--- src/rtl/ext_irq_pkg.sv ---
package ext_irq_pkg;
   typedef enum logic {
      ROUTE_LO = 1'b0,
      ROUTE_HI = 1'b1
   } route_e;

   function automatic route_e pick_route(input logic fixed_hi, input logic prio);
      return (fixed_hi || prio) ? ROUTE_HI : ROUTE_LO;
   endfunction
endpackage

--- src/rtl/eiu_sync.sv ---
module eiu_sync #(
   parameter int STAGES = 2
) (
   input  logic clk,
   input  logic rst_n,
   input  logic d_i,
   output logic q_o
);
   generate
      if (STAGES < 2) begin : g_bad
         $error("eiu_sync: STAGES must be at least 2");
      end
   endgenerate

   logic [STAGES-1:0] chain_q;

   always_ff @(posedge clk or negedge rst_n) begin
      if (!rst_n) chain_q <= '0;
      else        chain_q <= {chain_q[STAGES-2:0], d_i};
   end

   assign q_o = chain_q[STAGES-1];
endmodule

--- src/rtl/eiu_edge_flag.sv ---
module eiu_edge_flag #(
   parameter int ARM_CYCLES = 3
) (
   input  logic clk,
   input  logic rst_n,
   input  logic lvl_i,
   input  logic rise_sel_i,
   input  logic clr_i,
   output logic flag_o
);
   localparam int CW = $clog2(ARM_CYCLES + 1) + 1;
   localparam logic [CW-1:0] ARM_LAST = CW'(ARM_CYCLES);

   logic [CW-1:0] arm_q;
   logic          armed;
   logic          prev_q;
   logic          hit;
   logic          flag_q;

   assign armed = (arm_q == ARM_LAST);
   // Compare synchronised levels only; the polarity input never feeds prev_q
   assign hit   = armed && (lvl_i != prev_q) && (lvl_i == rise_sel_i);

   always_ff @(posedge clk or negedge rst_n) begin
      if (!rst_n) begin
         arm_q  <= '0;
         prev_q <= 1'b0;
         flag_q <= 1'b0;
      end else begin
         if (!armed) arm_q <= arm_q + 1'b1;
         prev_q <= lvl_i;
         flag_q <= hit | (flag_q & ~clr_i);
      end
   end

   assign flag_o = flag_q;
endmodule

--- src/rtl/eiu_route.sv ---
module eiu_route
   import ext_irq_pkg::*;
#(
   parameter int                NUM_PINS      = 3,
   parameter logic [NUM_PINS-1:0] FIXED_HI_MASK = 1
) (
   input  logic [NUM_PINS-1:0] flag_i,
   input  logic [NUM_PINS-1:0] en_i,
   input  logic [NUM_PINS-1:0] hi_prio_i,
   output logic                irq_hi_o,
   output logic                irq_lo_o,
   output logic                wake_o
);
   logic [NUM_PINS-1:0] live;
   logic [NUM_PINS-1:0] to_hi;
   logic [NUM_PINS-1:0] to_lo;

   assign live = flag_i & en_i;

   for (genvar i = 0; i < NUM_PINS; i++) begin : g_pin
      if (FIXED_HI_MASK[i]) begin : g_fixed
         assign to_hi[i] = live[i];
         assign to_lo[i] = 1'b0;
      end else begin : g_sel
         route_e r;
         assign r        = pick_route(1'b0, hi_prio_i[i]);
         assign to_hi[i] = live[i] && (r == ROUTE_HI);
         assign to_lo[i] = live[i] && (r == ROUTE_LO);
      end
   end

   assign irq_hi_o = |to_hi;
   assign irq_lo_o = |to_lo;
   assign wake_o   = |live;
endmodule

--- src/rtl/ext_irq_unit.sv ---
module ext_irq_unit #(
   parameter int                  NUM_PINS      = 3,
   parameter int                  SYNC_STAGES   = 2,
   parameter logic [NUM_PINS-1:0] FIXED_HI_MASK = 1
) (
   input  logic                clk,
   input  logic                rst_n,
   input  logic [NUM_PINS-1:0] pin_i,
   input  logic [NUM_PINS-1:0] rise_sel_i,
   input  logic [NUM_PINS-1:0] en_i,
   input  logic [NUM_PINS-1:0] hi_prio_i,
   input  logic [NUM_PINS-1:0] flag_clr_i,
   output logic [NUM_PINS-1:0] flag_o,
   output logic                irq_hi_o,
   output logic                irq_lo_o,
   output logic                wake_o
);
   localparam int ARM_CYCLES = SYNC_STAGES + 1;

   generate
      if (NUM_PINS < 1 || NUM_PINS > 32) begin : g_bad_n
         $error("ext_irq_unit: NUM_PINS out of range");
      end
   endgenerate

   logic [NUM_PINS-1:0] lvl;

   for (genvar i = 0; i < NUM_PINS; i++) begin : g_ch
      eiu_sync #(.STAGES(SYNC_STAGES)) u_sync (
         .clk   (clk),
         .rst_n (rst_n),
         .d_i   (pin_i[i]),
         .q_o   (lvl[i])
      );
      eiu_edge_flag #(.ARM_CYCLES(ARM_CYCLES)) u_flag (
         .clk        (clk),
         .rst_n      (rst_n),
         .lvl_i      (lvl[i]),
         .rise_sel_i (rise_sel_i[i]),
         .clr_i      (flag_clr_i[i]),
         .flag_o     (flag_o[i])
      );
   end

   eiu_route #(.NUM_PINS(NUM_PINS), .FIXED_HI_MASK(FIXED_HI_MASK)) u_route (
      .flag_i    (flag_o),
      .en_i      (en_i),
      .hi_prio_i (hi_prio_i),
      .irq_hi_o  (irq_hi_o),
      .irq_lo_o  (irq_lo_o),
      .wake_o    (wake_o)
   );
endmodule

--- config.mk ---
export PLATFORM = sky130hd
export DESIGN_NAME = ext_irq_unit
export DESIGN_NICKNAME = d
export VERILOG_FILES = /design/src/rtl/ext_irq_pkg.sv /design/src/rtl/eiu_sync.sv /design/src/rtl/eiu_edge_flag.sv /design/src/rtl/eiu_route.sv /design/src/rtl/ext_irq_unit.sv
export SDC_FILE = /design/constraint.sdc
export NUM_CORES = 1
export LEC_CHECK = 0
export BUFFER_PORTS_ARGS = -buffer_cell sky130_fd_sc_hd__buf_4
export CORE_UTILIZATION = 48
export CTS_BUF_LIST = sky130_fd_sc_hd__clkbuf_8
export CTS_CLUSTER_SIZE = 25
export DETAILED_ROUTE_END_ITERATION = 8
export PLACE_DENSITY = 0.78
export SYNTH_ARGS = -nofsm -noshare
export SYNTH_HDL_FRONTEND = slang
export SYNTH_SLANG_ARGS = --single-unit
--- constraint.sdc ---
create_clock -name clk -period 1.3 [get_ports clk]
set_clock_uncertainty 0.15 [all_clocks]
set_input_delay 0 -clock clk [delete_from_list [all_inputs] [get_ports clk]]
set_output_delay 0 -clock clk [all_outputs]
set_load 0.01 [all_outputs]
==> results of run 1 <==
## state kept, by name, indices dropped and copies added, names as in the netlist
| register | count |
|---|---|
| g_ch.u_flag.flag_o | 3 |
| g_ch.u_sync.chain_q | 6 |
| g_ch.u_flag.arm_q | 9 |
| g_ch.u_flag.prev_q | 3 |
## metrics by stage
| stage | total power (W) | util [%] | hold slack (ps) | std cells |
|---|---|---|---|---|
| floorplan | 0.000764 | - | -446 | 63 |
| global placement | 0.000834 | 68.8 | -256 | 108 |
| detailed placement | 0.000839 | 68.8 | -258 | 108 |
| CTS | 0.00128 | 80.1 | 6.97 | 126 |
| global route | 0.00132 | 81.9 | 56.0 | 128 |
| finish | 0.00126 | 81.9 | -6.30 | 128 |
## cell families (layout without fill, tap and decap cells)
| logic type | count (synthesis) | after routing | synth area share [%] |
|---|---|---|---|
| AOI/OAI and AO/OA | 4 | 4 | 5.05 |
| adders and majority gates | 6 | 6 | 8.66 |
| muxes | 5 | 5 | 6.20 |
| buffers and inverters | 6 | 47 | 3.90 |
| and+or+nand+nor | 18 | 18 | 12.6 |
| DFF | 21 | 21 | 60.6 |
| xor gates and xnor gates | 3 | 3 | 3.03 |
## final timing paths
check,from,to,slack (ps),cells after the start
worst max-delay path,g_ch[2].u_flag.arm_q[1],g_ch[2].u_flag.arm_q[1],-30,3
worst min-delay path,rst_n,g_ch[1].u_flag.arm_q[2],-6,2
worst max register to register,g_ch[2].u_flag.arm_q[1],g_ch[2].u_flag.arm_q[1],-30,3
worst min register to register,g_ch[1].u_sync.chain_q[0],g_ch[1].u_sync.chain_q[1],200,0
max in group asynchronous,rst_n,g_ch[2].u_flag.arm_q[1],800,2
min in group clk,hi_prio_i[1],irq_lo_o,150,3
## placed cells by master (no fill, tap or decap)
cell and instances:
sky130_fd_sc_hd__nand4bb_1 1, sky130_fd_sc_hd__dlygate4sd3_1 10, sky130_fd_sc_hd__mux2i_1 2, sky130_fd_sc_hd__nand2b_1 3, sky130_fd_sc_hd__clkinv_2 1, sky130_fd_sc_hd__nand3_1 5, sky130_fd_sc_hd__clkbuf_8 3, sky130_fd_sc_hd__inv_1 3
sky130_fd_sc_hd__ha_2 2, sky130_fd_sc_hd__dfrtp_1 21, sky130_fd_sc_hd__nand4b_1 3, sky130_fd_sc_hd__ha_4 4, sky130_fd_sc_hd__nand2_1 4, sky130_fd_sc_hd__mux2_2 2, sky130_fd_sc_hd__xnor2_1 3, sky130_fd_sc_hd__buf_4 30
sky130_fd_sc_hd__nand2_2 2, sky130_fd_sc_hd__mux2_4 1, sky130_fd_sc_hd__o311ai_2 2, sky130_fd_sc_hd__o21ai_0 1, sky130_fd_sc_hd__o22ai_1 1
## synthesized netlist by cell type
cell | instances | share of area [%]
sky130_fd_sc_hd__buf_4 | 3 | 2.6
sky130_fd_sc_hd__nand4bb_1 | 1 | 1.3
sky130_fd_sc_hd__o22ai_1 | 1 | 0.72
sky130_fd_sc_hd__nand2b_1 | 3 | 2.2
sky130_fd_sc_hd__o311ai_2 | 2 | 3.8
sky130_fd_sc_hd__nand4b_1 | 3 | 3.0
sky130_fd_sc_hd__nand2_2 | 2 | 1.4
sky130_fd_sc_hd__o21ai_0 | 1 | 0.58
sky130_fd_sc_hd__nand3_1 | 5 | 2.9
sky130_fd_sc_hd__xnor2_1 | 3 | 3.0
sky130_fd_sc_hd__mux2i_1 | 2 | 2.3
sky130_fd_sc_hd__dfrtp_1 | 21 | 61
sky130_fd_sc_hd__inv_1 | 3 | 1.3
sky130_fd_sc_hd__nand2_1 | 4 | 1.7
sky130_fd_sc_hd__mux2_2 | 3 | 3.9
sky130_fd_sc_hd__ha_1 | 6 | 8.7
## worst max-delay path, cell delays in order (launching register included)
cell	delay, ps
sky130_fd_sc_hd__dfrtp_1	410
sky130_fd_sc_hd__ha_4	180
sky130_fd_sc_hd__ha_4	180
sky130_fd_sc_hd__mux2_4	300
## per-layer routing
layer  track usage (%)  vias up
met2              35.9       23
met1              19.7      287
met3              3.67        2
li1                  -      300
met5                 0        -
met4              12.7        0
## area by class of cell
class | count | area [um2] | area share [%]
timing repair buffer | 40 | 325 | 24.9
tap | 24 | 30.0 | 2.30
clock inverter | 1 | 5.00 | 0.384
inverter | 3 | 11.3 | 0.863
multi-input combinational | 36 | 367 | 28.1
sequential | 21 | 526 | 40.3
clock buffer | 3 | 41.3 | 3.16
## power by group
| group | leakage, nW | total, W | switching [W] | internal [W] |
|---|---|---|---|---|
| combinational | 0.324 | 0.000155 | 0.0000596 | 0.0000950 |
| sequential | 0.236 | 0.000695 | 0.0000177 | 0.000678 |
| clock | 0.0255 | 0.000413 | 0.000200 | 0.000213 |
## repair_timing
item                                    4_1_cts  5_1_grt
hold buffers                                 10        0
endpoints found under the setup margin        4        6
hold endpoints to repair                     27        0
buffers inserted                              4        2
pin swaps                                     0        1
resized for setup                             1        2
==> summary.md, run 1 <==
| Metric | Value |
|---|---|
| Result of the run | complete, but fails checks |
| Failing checks | negative hold slack, negative setup slack |
| Number of global-route vias before repair | 628 |
| CTS tree | yes |
| Die ar. | 0.00198 mm2 |
| Number of warnings reported in the yosys synthesis log | 0 |
| Routed wire per std cell | 12.3 um |
| Seq cells post-synth | 21 |
| Die Y-Extent | 44.5 um |
| Clock insertion delay at the later pin of the skew report | 250 ps |
| Number of CTS-inserted buffers | 3 |
| Total track usage | 19.5% |
| Clock-pin transition on the worst setup and hold timing paths | 70 ps |
| # IOs | 23 |
| Worst-case setup margin in the final layout | -25.3 ps |
| Share of final-layout standard cells stronger than drive strength 1 | 45.2% |
| Avg Synthesized Cell Area | 13.8 um2 |
| Initial standard-cell utilization of the core | 54.4% |
| DRC errors left | 0 |
| RSZ-0062 raised after global routing | yes |
| Number of routed nets with antenna violations | 0 |
| Maximum clock path buffer count | 2 |
| Cell area reported after detailed placement | 0.00110 mm2 |
| Req. time, crit path | 1290 ps |
| Via/cell ratio | 4.78 |
| Number of failing setup endpoints in the final timing report | 3 |
| Final net count | 128 |
| Count of fill cells added during filler insertion | 90 |
| WS Path Type | register to register |
| Iteration-0 DRC Markers | 9 |
| Worst IR drop on VDD | 0.944 mV |
| Floorplan core area | 0.00159 mm2 |
| First-pass GRT wire length | 2560 um |
| Congestion Overflow GR | 0 |
| Wire length on met1 | 619 um |
| Crit share post-route | 102% |
| Setup TNS | -34.3 ps |
| Part of the Yosys area used for sequential elements | 60.6% |
| Highest Clock Rate | 0.755 GHz |
| Routed via count | 612 |
| CTS sink count | 21 |
| Final non-filler cell area | 0.00131 mm2 |
| Final hold slack | -6.30 ps |
| Count of distinct cell types in the synthesized netlist | 16 |
| Hold crit path type | primary input to asynchronous set/reset pin |
| Total inserted antenna cells | 0 |
| Detailed Route WL | 1580 um |
| Critical path launch point type | register |
| Met2 wire length | 873 um |
| Static leakage power | 0.586 nW |
| DP Wirelength | 1070 um |
| Final Hold Viols | 21 |
| Uppermost metal layer occupied by signal nets | met4 |
| Net Count, Synth | 86 |
| Number of standard-cell rows in the floorplan | 14 |
| Number of pins exceeding their max-slew limit in the final report | 0 |
| Number of H-tree levels | 1 |
| Metal3 WL | 67 um |
| Clock Root Buffer | sky130_fd_sc_hd__clkbuf_8 |
| PD cells | 968 mW/mm2 |
| Post-synthesis instance area | 867 um2 |
| Routability-driven placement congestion ratio | 0.612 |
| Data arrival time of the worst path | 1320 ps |
| Antenna violations before repair | 0 |
| Measured slew at the worst slew-check pin | 253 ps |
| Port buffer count | 21 |
| DIE WIDTH | 44.5 um |
| Crit. End Element | register |
| Place WS | -54.4 ps |
| TritonRoute pass-1 iters | 4 |
| Maximum fanout encountered on the critical timing path | 6 |
| Slew margin rel. | 83.2% |
| Largest net degree at the start of global routing | 22 |
| Number of standard cells after synthesis | 63 |
| Final critical-path required period | 1330 ps |
| Layout area overhead | 50.5% |
| Max-Cap Viols | 0 |
No activity file was read; power rests on OpenSTA's default activity.
==> run 2, diff against run 1 <==
--- a/constraint.sdc
+++ b/constraint.sdc
@@ -4,2 +4,2 @@
 set_output_delay 0 -clock clk [all_outputs]
-set_load 0.01 [all_outputs]
+set_load 0.1 [all_outputs]
==> run 2 against run 1 <==
Compared with the run above: critical endpoint is now g_ch[1].u_flag.arm_q[1]; via count is 7.7% higher; critical path type unchanged; register-to-register slack is essentially flat; largest power group unchanged; the flow still finishes with violations (negative hold slack, negative setup slack); sequential cell count unchanged.
==> summary.md, run 2 (synthesis results as in run 1) <==
| Metric | Value |
|---|---|
| Flip-flop count of the largest register, all copies and words added | 9 |
| Crit. End Element | register |
| RSZ-0062 raised after global routing | yes |
| Cell count after placement | 109 |
| Cell type of the slowest stage on the worst timing path | sky130_fd_sc_hd__dfrtp_1 |
| Antenna violations before repair | 0 |
| Hold crit path type | primary input to asynchronous set/reset pin |
| Crit path launch | g_ch[1].u_flag.arm_q[0] |
| Iteration-0 DRC Markers | 8 |
| Worst IR drop on VDD | 0.866 mV |
| Number of global-route vias before repair | 652 |
| Worst stage delay on the critical path | 400 ps |
| Routed via count | 659 |
| Top library cells by usage in the layout, fill and taps aside | sky130_fd_sc_hd__buf_4, sky130_fd_sc_hd__dfrtp_1, sky130_fd_sc_hd__dlygate4sd3_1 |
| Crit share post-route | 103% |
| Number of routed nets with antenna violations | 0 |
| Top Registers | g_ch.u_flag.arm_q (9), g_ch.u_sync.chain_q (6) |
| Critical path launch point type | register |
| Most frequent standard cell in the layout excluding fill and tap cells | sky130_fd_sc_hd__buf_4 |
| Highest Clock Rate | 0.750 GHz |
| Number of CTS-inserted buffers | 3 |
| Die ar. | 0.00198 mm2 |
| Clock Root Buffer | sky130_fd_sc_hd__clkbuf_8 |
| Number of pins exceeding their max-slew limit in the final report | 0 |
| Req. time, crit path | 1300 ps |
| # IOs | 23 |
| Detailed Route WL | 2070 um |
| Data arrival time of the worst path | 1330 ps |
| Total inserted antenna cells | 0 |
| Largest net degree at the start of global routing | 22 |
| Number of standard-cell rows in the floorplan | 14 |
| Share of final-layout standard cells stronger than drive strength 1 | 50.9% |
| Slew margin rel. | 81.4% |
| TritonRoute pass-1 iters | 4 |
| Floorplan core area | 0.00159 mm2 |
| PD cells | 1050 mW/mm2 |
| DIE WIDTH | 44.5 um |
| Clock-pin transition on the worst setup and hold timing paths | 80 ps |
| Total track usage | 19.8% |
| Worst reg2reg path startpoint | g_ch[1].u_flag.arm_q[0] |
| DP Wirelength | 1120 um |
| Via/cell ratio | 5.07 |
| Routed wire per std cell | 15.9 um |
| CP cell instances | ha_4, ha_4, mux2_2 |
| Most common cell type on the critical path | sky130_fd_sc_hd__ha_4 |
| Congestion Overflow GR | 0 |
| Number of failing setup endpoints in the final timing report | 5 |
| First-pass GRT wire length | 2700 um |
| Initial standard-cell utilization of the core | 54.4% |
| Count of fill cells added during filler insertion | 76 |
| Measured slew at the worst slew-check pin | 282 ps |
| Result of the run | complete, but fails checks |
| Worst reg-to-reg setup slack | -30 ps |
| Final Hold Viols | 8 |
| Failing checks | negative hold slack, negative setup slack |
| Reg with most FFs | g_ch.u_flag.arm_q |
| Max-Cap Viols | 0 |
| Layout Cells excl Fill | 130 |
| Port buffer count | 21 |
| Worst-case setup margin in the final layout | -32.6 ps |
| Final critical-path required period | 1330 ps |
| Maximum clock path buffer count | 2 |
| Die Y-Extent | 44.5 um |
| Clock insertion delay at the later pin of the skew report | 260 ps |
| WS Path Type | register to register |
| CTS sink count | 21 |
| DRC errors left | 0 |
| Number of H-tree levels | 1 |
| Layout area overhead | 61.2% |
| Final hold slack | -4.41 ps |
| Final net count | 130 |
| Routability-driven placement congestion ratio | 0.719 |
| Setup TNS | -65.4 ps |
| Static leakage power | 0.621 nW |
| CTS tree | yes |
| Maximum fanout encountered on the critical timing path | 4 |
[run 2: worst paths after layout]
| path | to | depth (start not counted) |
|---|---|---|
| worst min register to register | g_ch[1].u_sync.chain_q[1] | 0 |
| worst max-delay path | g_ch[1].u_flag.arm_q[1] | 3 |
| worst max register to register | g_ch[1].u_flag.arm_q[1] | 3 |
| min in group clk | irq_lo_o | 3 |
| max in group asynchronous | g_ch[1].u_flag.flag_o | 2 |
| worst min-delay path | g_ch[0].u_flag.arm_q[2] | 2 |
[run 2: metal layers]
| layer | vias to the layer above | global-route usage [%] | wire (um) |
|---|---|---|---|
| met5 | - | 0 | 0 |
| met1 | 322 | 22.8 | 778 |
| li1 | 306 | - | - |
| met3 | 6 | 4.08 | 97 |
| met4 | 0 | 10.9 | 47 |
| met2 | 25 | 34.4 | 1150 |
[run 2: repair_timing]
action / CTS / global route
setup endpoints to repair: 6 / 9
setup buffers: 2 / 5
pin swaps: 3 / 3
hold buffers: 10 / 0
gates resized for setup: 8 / 6
hold endpoints to repair: 27 / 0
[run 2: area by class of cell]
cell class / count / area (um2) / area share [%]
flip-flops and latches: 21 / 526 / 37.6
multi-input cells: 36 / 414 / 29.6
repair buffers: 42 / 372 / 26.6
clock buffers: 3 / 41.3 / 2.95
well taps: 24 / 30.0 / 2.15
inverters: 3 / 11.3 / 0.806
clock inverters: 1 / 3.75 / 0.269
[run 2: through the flow]
step           utilization [%]  total power [W]  area (um2)  worst slack (ps)
2_1_floorplan                -         0.000928         933             0.916
3_3_place_gp              70.8          0.00100        1130              5.60
3_5_place_dp              70.8          0.00101        1130             -51.6
4_1_cts                   83.4          0.00144        1330             -33.3
5_1_grt                   87.7          0.00152        1400             -78.5
6_report                  87.7          0.00147        1400             -32.6
[run 2: worst max-delay path, delay by kind of cell, from the launching register on]
| family | cells | cell delay [ps] |
|---|---|---|
| adder cells (fa/ha/maj) | 2 | 320 |
| flip-flops | 1 | 400 |
| multiplexers | 1 | 340 |
[run 2: where the power goes]
group	leakage [nW]	switching, W	internal [W]	total, W
clock network	0.0269	0.000213	0.000211	0.000424
registers	0.236	0.0000202	0.000677	0.000697
logic	0.358	0.000227	0.000123	0.000350
==> run 3, diff against run 2 <==
- CORE_UTILIZATION: 48 -> 53
- CTS_BUF_LIST: sky130_fd_sc_hd__clkbuf_8 -> sky130_fd_sc_hd__clkbuf_4
- PLACE_DENSITY: 0.78 -> 0.8
- clock period: 1.3 -> 1.4 ns (I/O delays scaled with it)
==> run 3 against run 2 <==
Compared with the run above: via count shrank 7.0%; total power shrank 14%; routed wire length shrank 18%; final area shrank 8.9%; clock-buffer cell count grew 1; largest cell class unchanged; clock power shrank 30%; sequential cell count is the same; worst hold slack gained 190 ps; sequential share of layout area grew 3.7 points; the flow now finishes without violations; critical path depth is the same; highest routed layer is now met3; final cell count shrank 9.2%; fmax shrank 2.0%.
==> summary.md, run 3 (synthesis results as in run 1) <==
| Metric | Value |
|---|---|
| Reg with most FFs | g_ch.u_flag.arm_q |
| Crit share post-route | 97.2% |
| Critical path launch point type | register |
| Number of CTS-inserted buffers | 3 |
| Via/cell ratio | 5.19 |
| DIE WIDTH | 42.4 um |
| Crit path launch | g_ch[2].u_flag.arm_q[0] |
| CTS sink count | 21 |
| Static leakage power | 0.569 nW |
| # IOs | 23 |
| DP Wirelength | 1030 um |
| PnR Total Power | 0.00126 W |
| Result of the run | complete, no violations |
| Top library cells by usage in the layout, fill and taps aside | sky130_fd_sc_hd__buf_4, sky130_fd_sc_hd__dfrtp_1, sky130_fd_sc_hd__dlygate4sd3_1 |
| Crit. End Element | register |
| Hold crit path type | primary input to primary output |
| Highest Clock Rate | 0.735 GHz |
| Maximum fanout encountered on the critical timing path | 6 |
| Total inserted antenna cells | 0 |
| Iteration-0 DRC Markers | 4 |
| Congestion Overflow GR | 0 |
| Routed via count | 613 |
| Measured slew at the worst slew-check pin | 280 ps |
| RSZ-0062 raised after global routing | no |
| Clock-pin transition on the worst setup and hold timing paths | 110 ps |
| Clock insertion delay at the later pin of the skew report | 300 ps |
| Layout area overhead | 46.9% |
| Number of pins exceeding their max-slew limit in the final report | 0 |
| DRC errors left | 0 |
| CTS tree | yes |
| Maximum clock path buffer count | 2 |
| Count of fill cells added during filler insertion | 90 |
| Top Registers | g_ch.u_flag.arm_q (9), g_ch.u_sync.chain_q (6) |
| Slew margin rel. | 81.5% |
| Final critical-path required period | 1360 ps |
| Beginning of the worst hold path | hi_prio_i[1] |
| Setup TNS | 0 ps |
| Final net count | 126 |
| Antenna violations before repair | 0 |
| Number of failing setup endpoints in the final timing report | 0 |
| Routability-driven placement congestion ratio | 0.702 |
| WHS Path Cells | 3 |
| Routed wire per std cell | 14.4 um |
| Number of standard-cell rows in the floorplan | 14 |
| Data arrival time of the worst path | 1400 ps |
| WS Path Type | register to register |
| Final Hold Viols | 0 |
| PD cells | 991 mW/mm2 |
| Floorplan core area | 0.00152 mm2 |
| Largest net degree at the start of global routing | 22 |
| Number of routed nets with antenna violations | 0 |
| Flip-flop count of the largest register, all copies and words added | 9 |
| Worst reg2reg path startpoint | g_ch[2].u_flag.arm_q[0] |
| Share of final-layout standard cells stronger than drive strength 1 | 43.1% |
| Number of global-route vias before repair | 608 |
| End point of the most critical hold path | irq_lo_o |
| Req. time, crit path | 1440 ps |
| Number of H-tree levels | 1 |
| Initial standard-cell utilization of the core | 56.9% |
| Clock Root Buffer | sky130_fd_sc_hd__clkbuf_4 |
| First-pass GRT wire length | 2550 um |
| Detailed Route WL | 1700 um |
| Most frequent standard cell in the layout excluding fill and tap cells | sky130_fd_sc_hd__buf_4 |
| Worst reg-to-reg setup slack | 40 ps |
| Destination of the worst register-to-register timing path | g_ch[2].u_flag.arm_q[1] |
| Max-Cap Viols | 0 |
| Die ar. | 0.00180 mm2 |
| Total track usage | 19.7% |
| Die Y-Extent | 42.4 um |
| Worst IR drop on VDD | 0.867 mV |
| Port buffer count | 21 |
| Length in cells of the worst reg-to-reg path | 3 |
| TritonRoute pass-1 iters | 2 |
run 3: stage by stage:
step / setup WS (ps) / hold WS, ps / std cells / area (um2) / utilization [%]
after floorplan: -5.96 / -446 / 63 / 881 / -
after global placement: 30.3 / -258 / 100 / 1060 / 69.5
after detailed placement: -47.0 / -259 / 100 / 1060 / 69.5
after CTS: 4.88 / 187 / 115 / 1220 / 79.9
after global routing: 0.281 / 178 / 118 / 1270 / 83.6
final: 39.7 / 187 / 118 / 1270 / 83.6
run 3: critical path, stage by stage (launching register included):
cell and delay [ps]:
sky130_fd_sc_hd__dfrtp_1 410, sky130_fd_sc_hd__ha_1 240, sky130_fd_sc_hd__ha_4 190, sky130_fd_sc_hd__mux2_2 270
run 3: how the worst max path moves through the flow:
stage,depth (start not counted),slack (ps),end
after floorplan,2,-6,wake_o
after global placement,3,30,g_ch[2].u_flag.arm_q[1]
after detailed placement,3,-50,g_ch[2].u_flag.arm_q[1]
after CTS,3,5,irq_lo_o
after global routing,3,0.3,g_ch[2].u_flag.arm_q[1]
final,3,40,g_ch[2].u_flag.arm_q[1]
run 3: where the power goes:
group          internal, W  switching, W
logic             0.000111      0.000208
clock network     0.000130      0.000167
registers         0.000629     0.0000176
run 3: layout make-up:
cell class,instances,area (um2),area share [%]
well taps,16,20.0,1.57
flip-flops and latches,21,526,41.3
multi-input cells,36,354,27.8
clock buffers,4,30.0,2.36
inverters,3,11.3,0.884
repair buffers,38,333,26.1
run 3: metal layers:
layer  GRT usage, %  vias to the layer above  part of all wire (%)
met4           7.50                        0                     0
met2           33.5                       18                    57
li1               -                      297                     -
met1           24.0                      298                    38
met5              0                        -                     0
met3           4.74                        0                   4.8
run 3: timing repair:
| item | in CTS | in global routing |
|---|---|---|
| hold buffers | 11 | 0 |
| gates cloned | 0 | 0 |
| hold endpoints to repair | 27 | 0 |
| buffers inserted | 0 | 3 |
| gates resized for setup | 4 | 8 |
| endpoints found under the setup margin | 3 | 9 |
